--- config.mk ---
export PLATFORM = sky130hd
export DESIGN_NAME = qenc_counter
export DESIGN_NICKNAME = d
export VERILOG_FILES = /design/src/rtl/qenc_pkg.sv /design/src/rtl/qenc_sync.sv /design/src/rtl/qenc_decode.sv /design/src/rtl/qenc_cnt.sv /design/src/rtl/qenc_counter.sv
export SDC_FILE = /design/constraint.sdc
export NUM_CORES = 1
export LEC_CHECK = 0
export CORE_MARGIN = 8
export CORE_UTILIZATION = 25
export DETAILED_ROUTE_END_ITERATION = 7
export PLACE_DENSITY_LB_ADDON = 0.15
export SLEW_MARGIN = 20
export SYNTH_ARGS = -nofsm -noshare
export SYNTH_HDL_FRONTEND = slang
export SYNTH_HIERARCHICAL = 1
export SYNTH_SLANG_ARGS = --single-unit
--- constraint.sdc ---
create_clock -name clk -period 8.21 [get_ports clk]
set_clock_uncertainty 0.15 [all_clocks]
set_input_delay 0.821 -clock clk [delete_from_list [all_inputs] [get_ports clk]]
set_output_delay 0.821 -clock clk [all_outputs]
set_load 0.01 [all_outputs]
--- src/rtl/qenc_pkg.sv ---
// Package: shared constants and types for the quadrature counter.
// Assumes: register addresses are byte offsets on a 6-bit address.
package qenc_pkg;
    localparam int ADDR_W = 6;

    localparam logic [ADDR_W-1:0] ADR_CTRL = 6'h00;
    localparam logic [ADDR_W-1:0] ADR_MODE = 6'h08;
    localparam logic [ADDR_W-1:0] ADR_CNT  = 6'h24;
    localparam logic [ADDR_W-1:0] ADR_PRE  = 6'h2C;

    localparam int DIR_BIT = 4;
    localparam int APE_BIT = 7;

    typedef enum logic [2:0] {
        MD_OFF  = 3'd0,
        MD_A    = 3'd1,
        MD_B    = 3'd2,
        MD_QUAD = 3'd3
    } qmode_e;
endpackage

--- src/rtl/qenc_sync.sv ---
// Module: two-flop synchronizer per input bit plus one history flop.
// Assumes: inputs are asynchronous levels; q_now is the re-timed level
// and q_prev is that level one clock earlier, for edge detection.
module qenc_sync #(
    parameter int N = 2
) (
    input  logic         clk,
    input  logic         rst_n,
    input  logic [N-1:0] din,
    output logic [N-1:0] q_now,
    output logic [N-1:0] q_prev
);
    for (genvar g = 0; g < N; g++) begin : g_bit
        logic meta_q, sync_q, hist_q;

        // Purpose: re-time one input and keep one cycle of history.
        always_ff @(posedge clk) begin
            if (!rst_n) begin
                meta_q <= 1'b0;
                sync_q <= 1'b0;
                hist_q <= 1'b0;
            end else begin
                meta_q <= din[g];
                sync_q <= meta_q;
                hist_q <= sync_q;
            end
        end

        assign q_now[g]  = sync_q;
        assign q_prev[g] = hist_q;
    end
endmodule

--- src/rtl/qenc_decode.sv ---
// Module: turns re-timed encoder levels into a step request and direction.
// Assumes: the forward order of {A,B} is 00,01,11,10. Codes outside
// 1..3 give no step. In quadrature mode a two-line change is dropped.
module qenc_decode
    import qenc_pkg::*;
(
    input  logic [2:0] mode,
    input  logic       a_s,
    input  logic       a_p,
    input  logic       b_s,
    input  logic       b_p,
    output logic       step,
    output logic       down
);
    logic a_edge, b_edge;

    assign a_edge = a_s ^ a_p;
    assign b_edge = b_s ^ b_p;

    // Purpose: pick the counting line and the direction for the mode.
    always_comb begin
        step = 1'b0;
        down = 1'b0;
        case (qmode_e'(mode))
            MD_A: begin
                step = a_edge;
                down = a_s ^ b_s;
            end
            MD_B: begin
                step = b_edge;
                down = ~(a_s ^ b_s);
            end
            MD_QUAD: begin
                step = a_edge ^ b_edge;
                down = a_edge ? (a_s ^ b_s) : ~(a_s ^ b_s);
            end
            default: begin
                step = 1'b0;
                down = 1'b0;
            end
        endcase
    end
endmodule

--- src/rtl/qenc_cnt.sv ---
// Module: the up/down counter with a wrap limit, a buffered limit and an event.
// Assumes: a software counter write wins over a step in the same cycle.
// The event is registered and appears in the cycle of the new count.
module qenc_cnt #(
    parameter int CNT_W = 16
) (
    input  logic             clk,
    input  logic             rst_n,
    input  logic             step,
    input  logic             down,
    input  logic             cnt_we,
    input  logic             pre_we,
    input  logic [CNT_W-1:0] wval,
    input  logic             preload_en,
    output logic [CNT_W-1:0] cnt,
    output logic [CNT_W-1:0] pre_shadow,
    output logic [CNT_W-1:0] pre_active,
    output logic             evt
);
    localparam logic [CNT_W-1:0] ONES = {CNT_W{1'b1}};
    localparam logic [CNT_W-1:0] ONE  = CNT_W'(1);

    logic [CNT_W-1:0] cnt_q, sh_q, act_q, act_nx;
    logic             evt_q, wrap_up, wrap_dn, wrap;

    // Purpose: find a wrap or reload and the limit for the next period.
    always_comb begin
        wrap_up = step && !down && (cnt_q >= act_q);
        wrap_dn = step && down && (cnt_q == '0);
        wrap    = (wrap_up || wrap_dn) && !cnt_we;
        act_nx  = act_q;
        if (pre_we && !preload_en)
            act_nx = wval;
        else if (wrap && preload_en)
            act_nx = sh_q;
    end

    // Purpose: update the count, both preset copies and the event flop.
    always_ff @(posedge clk) begin
        if (!rst_n) begin
            cnt_q <= '0;
            sh_q  <= ONES;
            act_q <= ONES;
            evt_q <= 1'b0;
        end else begin
            act_q <= act_nx;
            evt_q <= wrap;
            if (pre_we)
                sh_q <= wval;
            if (cnt_we)
                cnt_q <= wval;
            else if (wrap_up)
                cnt_q <= '0;
            else if (wrap_dn)
                cnt_q <= act_nx;
            else if (step)
                cnt_q <= down ? (cnt_q - ONE) : (cnt_q + ONE);
        end
    end

    assign cnt        = cnt_q;
    assign pre_shadow = sh_q;
    assign pre_active = act_q;
    assign evt        = evt_q;
endmodule

--- src/rtl/qenc_counter.sv ---
// Module: top of the quadrature counter. It holds the mode and control
// registers and the read mux, and joins synchronizer, decoder and counter.
// Assumes: CNT_W >= 8, so that the control bits fit in the data word.
module qenc_counter
    import qenc_pkg::*;
#(
    parameter int CNT_W = 16
) (
    input  logic              clk,
    input  logic              rst_n,
    input  logic              enc_a,
    input  logic              enc_b,
    input  logic              wr_en,
    input  logic [ADDR_W-1:0] addr,
    input  logic [CNT_W-1:0]  wdata,
    output logic [CNT_W-1:0]  rdata,
    output logic              evt_o
);
    logic [1:0]       ab_s, ab_p;
    logic             a_s, a_p, b_s, b_p;
    logic             step_w, down_w, enc_on;
    logic             cnt_we, pre_we, ctrl_we, mode_we;
    logic [2:0]       mode_r;
    logic             dir_r, ape_r;
    logic [CNT_W-1:0] cnt_w, sh_w, act_w, ctrl_rd;

    qenc_sync #(.N(2)) u_sync (
        .clk    (clk),
        .rst_n  (rst_n),
        .din    ({enc_a, enc_b}),
        .q_now  (ab_s),
        .q_prev (ab_p)
    );

    assign a_s = ab_s[1];
    assign b_s = ab_s[0];
    assign a_p = ab_p[1];
    assign b_p = ab_p[0];

    qenc_decode u_dec (
        .mode (mode_r),
        .a_s  (a_s),
        .a_p  (a_p),
        .b_s  (b_s),
        .b_p  (b_p),
        .step (step_w),
        .down (down_w)
    );

    assign cnt_we  = wr_en && (addr == ADR_CNT);
    assign pre_we  = wr_en && (addr == ADR_PRE);
    assign ctrl_we = wr_en && (addr == ADR_CTRL);
    assign mode_we = wr_en && (addr == ADR_MODE);
    assign enc_on  = (mode_r != 3'd0) && (mode_r < 3'd4);

    qenc_cnt #(.CNT_W(CNT_W)) u_cnt (
        .clk        (clk),
        .rst_n      (rst_n),
        .step       (step_w),
        .down       (down_w),
        .cnt_we     (cnt_we),
        .pre_we     (pre_we),
        .wval       (wdata),
        .preload_en (ape_r),
        .cnt        (cnt_w),
        .pre_shadow (sh_w),
        .pre_active (act_w),
        .evt        (evt_o)
    );

    // Purpose: hold the mode code and the preset-buffer enable.
    always_ff @(posedge clk) begin
        if (!rst_n) begin
            mode_r <= 3'd0;
            ape_r  <= 1'b0;
        end else begin
            if (mode_we)
                mode_r <= wdata[2:0];
            if (ctrl_we)
                ape_r <= wdata[APE_BIT];
        end
    end

    // Purpose: direction flag, set by hardware in encoder modes and by software otherwise.
    always_ff @(posedge clk) begin
        if (!rst_n)
            dir_r <= 1'b0;
        else if (enc_on) begin
            if (step_w)
                dir_r <= down_w;
        end else if (ctrl_we)
            dir_r <= wdata[DIR_BIT];
    end

    // Purpose: assemble the control word for reads.
    always_comb begin
        ctrl_rd          = '0;
        ctrl_rd[DIR_BIT] = dir_r;
        ctrl_rd[APE_BIT] = ape_r;
    end

    // Purpose: combinational register read mux.
    always_comb begin
        case (addr)
            ADR_CTRL: rdata = ctrl_rd;
            ADR_MODE: rdata = CNT_W'(mode_r);
            ADR_CNT:  rdata = cnt_w;
            ADR_PRE:  rdata = sh_w;
            default:  rdata = '0;
        endcase
    end
endmodule

# == Yosys cells after proc, flatten, opt, wreduce, memory -nomap -nowiden ==
# Index checks and enable logic that the tools add are counted.
# op_classes
n_bitwise,5
magnitude_cmp,2
eq_ne,7
n_reduce_logical,22
addsub,2
mux,14
# op_table
op,count
$mux 16,7
$pmux 16 s4,1
$add 16x1->16 const B,1
$ge 16x16->1,1
$logic_not 16->1,1
$sub 16x1->16 const B,1
$eq 6x6->1 const B,2
$logic_and 1x1->1,12
$eq 3x2->1 const B,2
$eq 6x4->1 const B,1
$logic_not 6->1,1
$pmux 1 s3,2
$mux 1,4
$reduce_bool 4->1,1
$xor 1x1->1,4
$eq 3x1->1 const B,1
$logic_not 1->1,3
$lt 3x3->1 const B,1
$reduce_bool 3->1,1
$ne 2x1->1 const B,1
$reduce_and 2->1,1
$reduce_bool 2->1,1
$logic_or 1x1->1,1
$not 1->1,1
# word_totals
output_inout_bits,17
ff_bits,60
inputBits,27
word_cells,65

# == Longest topological paths before layout ==
# logic_depth
word_depth,15
depth_mapped,14
mapped_depth_nobuf,13

# == Modules after synthesis ==
# The synthesis kept the hierarchy.
# by_module_without_submodules
mod,n_inst,seq_area_each_um2,cells_per_inst,area_each_um2
qenc_cnt,1,980.9,432,3408.3
qenc_counter,1,100.1,78,605.6
qenc_sync,1,120.1,16,187.7
qenc_decode,1,0.0,11,88.8

# == Worst setup path before layout ==
# No wires, ideal clock.
# synth_timing
path_kind,reg-to-reg
start,register u_sync.g_bit[1].sync_q
end,register u_cnt.cnt_q[7] (netlist: u_cnt/cnt[7])
path_stages_with_launch,13
arrival_ns,3.827
t_required_ns,7.982
setup_ns,0.078
path_buffers,2
path_slack_ns,4.155
synth_period_minus_slack_ns,4.055
cell_sequence,dfxtp_1 buf_4 mux2_4 a211o_1 a21oi_1 inv_1 or4_1 or3_1 buf_2 nor4_2 a221o_1 a21oi_1 nor3_1
# synth_via
elab_chain_cells,15
elab_cells_between_ends,23
classes_between,mux: 10; bitwise: 4; reduce/logical: 9
# synth_lines
item,line_no,rtl
start: declaration,qenc_sync.sv:14,"logic meta_q, sync_q, hist_q;"
start signal: assignment,qenc_sync.sv:24,sync_q <= meta_q;
$xor 1x1->1,"qenc_decode.sv:27, qenc_decode.sv:31, qenc_decode.sv:35",
$not 1->1,"qenc_decode.sv:31, qenc_decode.sv:35",
$mux 1,qenc_decode.sv:35,down = a_edge ? (a_s ^ b_s) : ~(a_s ^ b_s);
$pmux 1 s3 (*),qenc_decode.sv:24,case (qmode_e'(mode))
named net down_w,qenc_counter.sv:21,"logic step_w, down_w, enc_on;"
$logic_not 1->1,qenc_cnt.sv:28,wrap_up = step && !down && (cnt_q >= act_q);
$logic_and 1x1->1 (2 in series),qenc_cnt.sv:28,
$logic_or 1x1->1,qenc_cnt.sv:30,wrap = (wrap_up || wrap_dn) && !cnt_we;
$logic_and 1x1->1,qenc_cnt.sv:30,
$logic_and 1x1->1,qenc_cnt.sv:34,else if (wrap && preload_en)
$mux 16,qenc_cnt.sv:34,
$mux 16,qenc_cnt.sv:32,if (pre_we && !preload_en)
$mux 16,qenc_cnt.sv:54,else if (wrap_dn)
$mux 16,qenc_cnt.sv:52,else if (wrap_up)
$mux 16,qenc_cnt.sv:50,if (cnt_we)
end signal: assignment,qenc_cnt.sv:51,cnt_q <= wval;
end signal: assignment,qenc_cnt.sv:55,cnt_q <= act_nx;
end signal: assignment,qenc_cnt.sv:57,cnt_q <= down ? (cnt_q - ONE) : (cnt_q + ONE);
end: declaration,qenc_cnt.sv:23,"logic [CNT_W-1:0] cnt_q, sh_q, act_q, act_nx;"
# The timed path passes the listed nets; every way through them passes the cells marked *. The select of a mux whose other input is x is not followed.
# A chain may end at the register's enable or synchronous reset.

# == Final worst setup path ==
# layout_timing
start,input port addr[1]
end,register u_cnt.cnt_q[7] (netlist: u_cnt/cnt[7])
# layout_via
elab_cells_between_ends,14
classes_between,eq/ne: 2; mux: 5; reduce/logical: 7
# layout_rtl
item,line_no,rtl
start: declaration,qenc_counter.sv:14,"input logic [ADDR_W-1:0] addr,"
$eq 6x6->1,qenc_counter.sv:51,assign pre_we = wr_en && (addr == ADR_PRE);
$logic_and 1x1->1,qenc_counter.sv:51,
named net pre_we,qenc_counter.sv:22,"logic cnt_we, pre_we, ctrl_we, mode_we;"
$logic_and 1x1->1,qenc_cnt.sv:32,
$mux 16,qenc_cnt.sv:32,
$mux 16,qenc_cnt.sv:54,
$mux 16,qenc_cnt.sv:52,
$mux 16,qenc_cnt.sv:50,
# The timed path passes the listed nets, and every way through them passes these cells.

==> flow_summary.toml <==
[detailed_routing]
dr.pass1.iters = 4
wire_per_inst_microns = 18.0
postRouteAntennaNets = 0
routed_wl_microns = 14400
num_vias = 4077
viasPerCell = 5.10
drc = 0
drtIter0Drc = 227

[yosys]
syn_nets = 595
synth_ff_type = "dfxtp_1"
postSynthCellCount = 537
synth_area_sq_mm = 0.00429
yosysWarnings = 6
synth_edf_count = 0
synth_cell_types = 65
synthArstFlopShare_pct = 0
avgSynthCellArea_sq_um = 7.99
seq_area_frac_synth_pct = 28.0
synth-seq-cells = 60

[worst_setup_path]
worst_ep_arrival_time_ps = 4410
critical_path_class = "in -> reg"
cp-start-kind = "primary input"
cp_max_fo = 21
r2r_slack_ps = 4040
end_kind = "flop"
worstPathRequired_ps = 8320
rr_worst_depth = 10
r2r_start = "u_cnt/cnt[0]$_SDFFE_PN0P_"
worst_r2r_endpoint = "u_cnt/cnt[6]$_SDFFE_PN0P_"

[grt]
groute.usage.overall_pct = 13.5
overflow = 0
antenna_found_initial = 0
grt_pass1_wl_microns = 22800
grt_pass1_vias = 4042
grt_max_degree = 66

[clock_network]
clock_path_buffers = 2
cts_setup_buffers = 0
cts_buffers = 9
root_buffer = "clkbuf_16"
clk_latency_ps = 340
clk_pin_slew_ps = 50
ctsHtreeMaxLevel = 3
cts.sinks = 60
cts_resized = 0
cts_tree = "yes"
cts_hold_buffers = 0

[floorplanning]
die_h_microns = 147
start_util_pct = 25.2
num_io_pins = 44
die_area_sq_mm = 0.0216
fp.dieW_microns = 147
rows = 48
core_sq_mm = 0.0171

[placed_design]
gp_congestion = 0.804
io_buffers = 43
hpwlAfterDp_microns = 10600

[timing]
max_slew_margin_pct = 30.8
fmax_ghz = 0.233
finalMaxSlewViolations = 0
min_period_ps = 4300
finalCritPeriodShare_pct = 52.4
setup_violations = 0
tightest_slew_ps = 1040
rsz0062_at_grt = "no"
finalHoldViolations = 0
setup_tns_ps = 0

[min_path]
hold_path_class = "reg -> reg"
min-delay-start = "u_sync/g_bit[0].meta_q$_SDFF_PN0_"
hold_end = "u_sync/g_bit[0].sync_q$_SDFF_PN0_"
hold_path_depth = 1

[cells_and_area]
area_growth_pct = 22.1
layout-drive-gt1-share_pct = 8.01
antenna_cells = 0
nets = 627

[power_and_ir_drop]
p_per_area_mw_per_mm2 = 144
ir_worst_vdd_uv = 108
leakagePower_nw = 2.17
power_mw = 0.754

[run]
drv_cap = 0

[outcome]
outcome = "finished clean"
==> critical path, cell delays in order <==
cell,delay (ps)
clkdlybuf4s50_1,440
nor3_2,350
nand2_1,530
nor2_2,240
buf_4,330
nand2b_1,560
nor4_2,660
a221o_1,260
a21oi_1,40
nor3_1,160
==> worst max-delay path by stage <==
stage | depth (start not counted) | start | endpoint
after floorplan | 12 | u_sync/g_bit[1].sync_q$_SDFF_PN0_ | u_cnt/cnt[7]$_SDFFE_PN0P_
after global placement | 10 | addr[1] | u_cnt/cnt[7]$_SDFFE_PN0P_
after CTS | 10 | addr[1] | u_cnt/cnt[7]$_SDFFE_PN0P_
final | 10 | addr[1] | u_cnt/cnt[7]$_SDFFE_PN0P_
after global routing | 10 | addr[1] | u_cnt/cnt[7]$_SDFFE_PN0P_
after detailed placement | 10 | addr[1] | u_cnt/cnt[7]$_SDFFE_PN0P_
==> cell families after synthesis <==
kind of cell | synth area share (%)
muxes | 10.9
xor gates and xnor gates | 3.06
buffers and inverters | 5.77
AOI/OAI and AO/OA | 22.1
adders and majority gates | 9.22
and+or+nand+nor | 20.9
DFF | 28.0
==> sequential cells by signal, summed over array words and instances (netlist names) <==
| register | flops |
|---|---|
| u_cnt/pre_shadow | 16 |
| u_cnt/pre_active | 16 |
| u_cnt/evt | 1 |
| u_sync/g_bit.sync_q | 2 |
| dir_r | 1 |
| mode_r | 3 |
| ape_r | 1 |
| u_sync/g_bit.meta_q | 2 |
| u_cnt/cnt | 16 |
| u_sync/g_bit.hist_q | 2 |
==> power breakdown <==
group          internal, mW  switching, mW  leakage, nW  total, mW
clock                 0.267          0.139        0.158      0.407
sequential            0.294        0.00291        0.486      0.297
combinational        0.0235         0.0271         1.53     0.0506
total                 0.585          0.169         2.17      0.754
==> layout make-up <==
| cell class | count | area (sq um) |
|---|---|---|
| clock buffer | 13 | 280 |
| clock inverter | 3 | 42.5 |
| fill | 1868 | 11800 |
| inverter | 26 | 97.6 |
| multi-input combinational | 421 | 2850 |
| sequential | 60 | 1200 |
| tap | 225 | 282 |
| timing repair buffer | 51 | 485 |
==> synthesized netlist by cell type, drive strengths merged, types with 5 or more instances <==
cell / number / share of area [%]
a211o: 5 / 1.0
a211oi: 5 / 0.87
a21o: 6 / 1.0
a21oi: 29 / 3.4
a31oi: 6 / 0.87
and2: 8 / 1.2
buf: 11 / 1.8
clkbuf: 19 / 1.7
dfxtp: 60 / 28
ha: 30 / 8.7
inv: 26 / 2.3
mux2: 8 / 2.3
mux2i: 37 / 8.6
nand2: 64 / 5.6
nand3: 7 / 0.82
nand4: 8 / 1.2
nor2: 44 / 3.8
nor2b: 5 / 0.73
nor3: 20 / 2.4
nor4: 9 / 2.0
o211ai: 8 / 1.4
o21ai: 52 / 6.2
or3: 5 / 0.85
xnor2: 10 / 2.0
xor2: 5 / 1.0
==> cells in the final DEF (no fill, tap or decap), drive strengths merged, types with 9 or more instances in the layout <==
master and count:
nand2 64, dfxtp 60, o21ai 52, nor2 44, clkdlybuf4s50 42, mux2i 37
ha 30, a21oi 29, inv 26, nor3 20, clkbuf 13, xnor2 10
buf 9, nor4 9
==> per-layer routing <==
| metal | part of all wire, % | global-route usage [%] | wire length (microns) | vias to the layer above |
|---|---|---|---|---|
| met4 | 3.1 | 5.81 | 448 | 0 |
| li1 | - | - | - | 2010 |
| met5 | 0 | 0 | 0 | - |
| met1 | 46 | 16.6 | 6670 | 1929 |
| met2 | 45 | 21.5 | 6510 | 111 |
| met3 | 5.4 | 3.81 | 785 | 27 |
==> through the flow <==
step	instance area, sq um	utilization, %	setup WS [ps]	std cells	hold slack, ps
5_1_grt	5240	30.7	3570	799	303
6_report	5240	30.7	3910	799	287
3_3_place_gp	4910	28.8	3620	783	275
2_1_floorplan	4290	-	4160	537	262
4_1_cts	5240	30.7	3890	799	292
3_5_place_dp	4910	28.8	3540	783	269
Power figures use the tool's default switching activity.
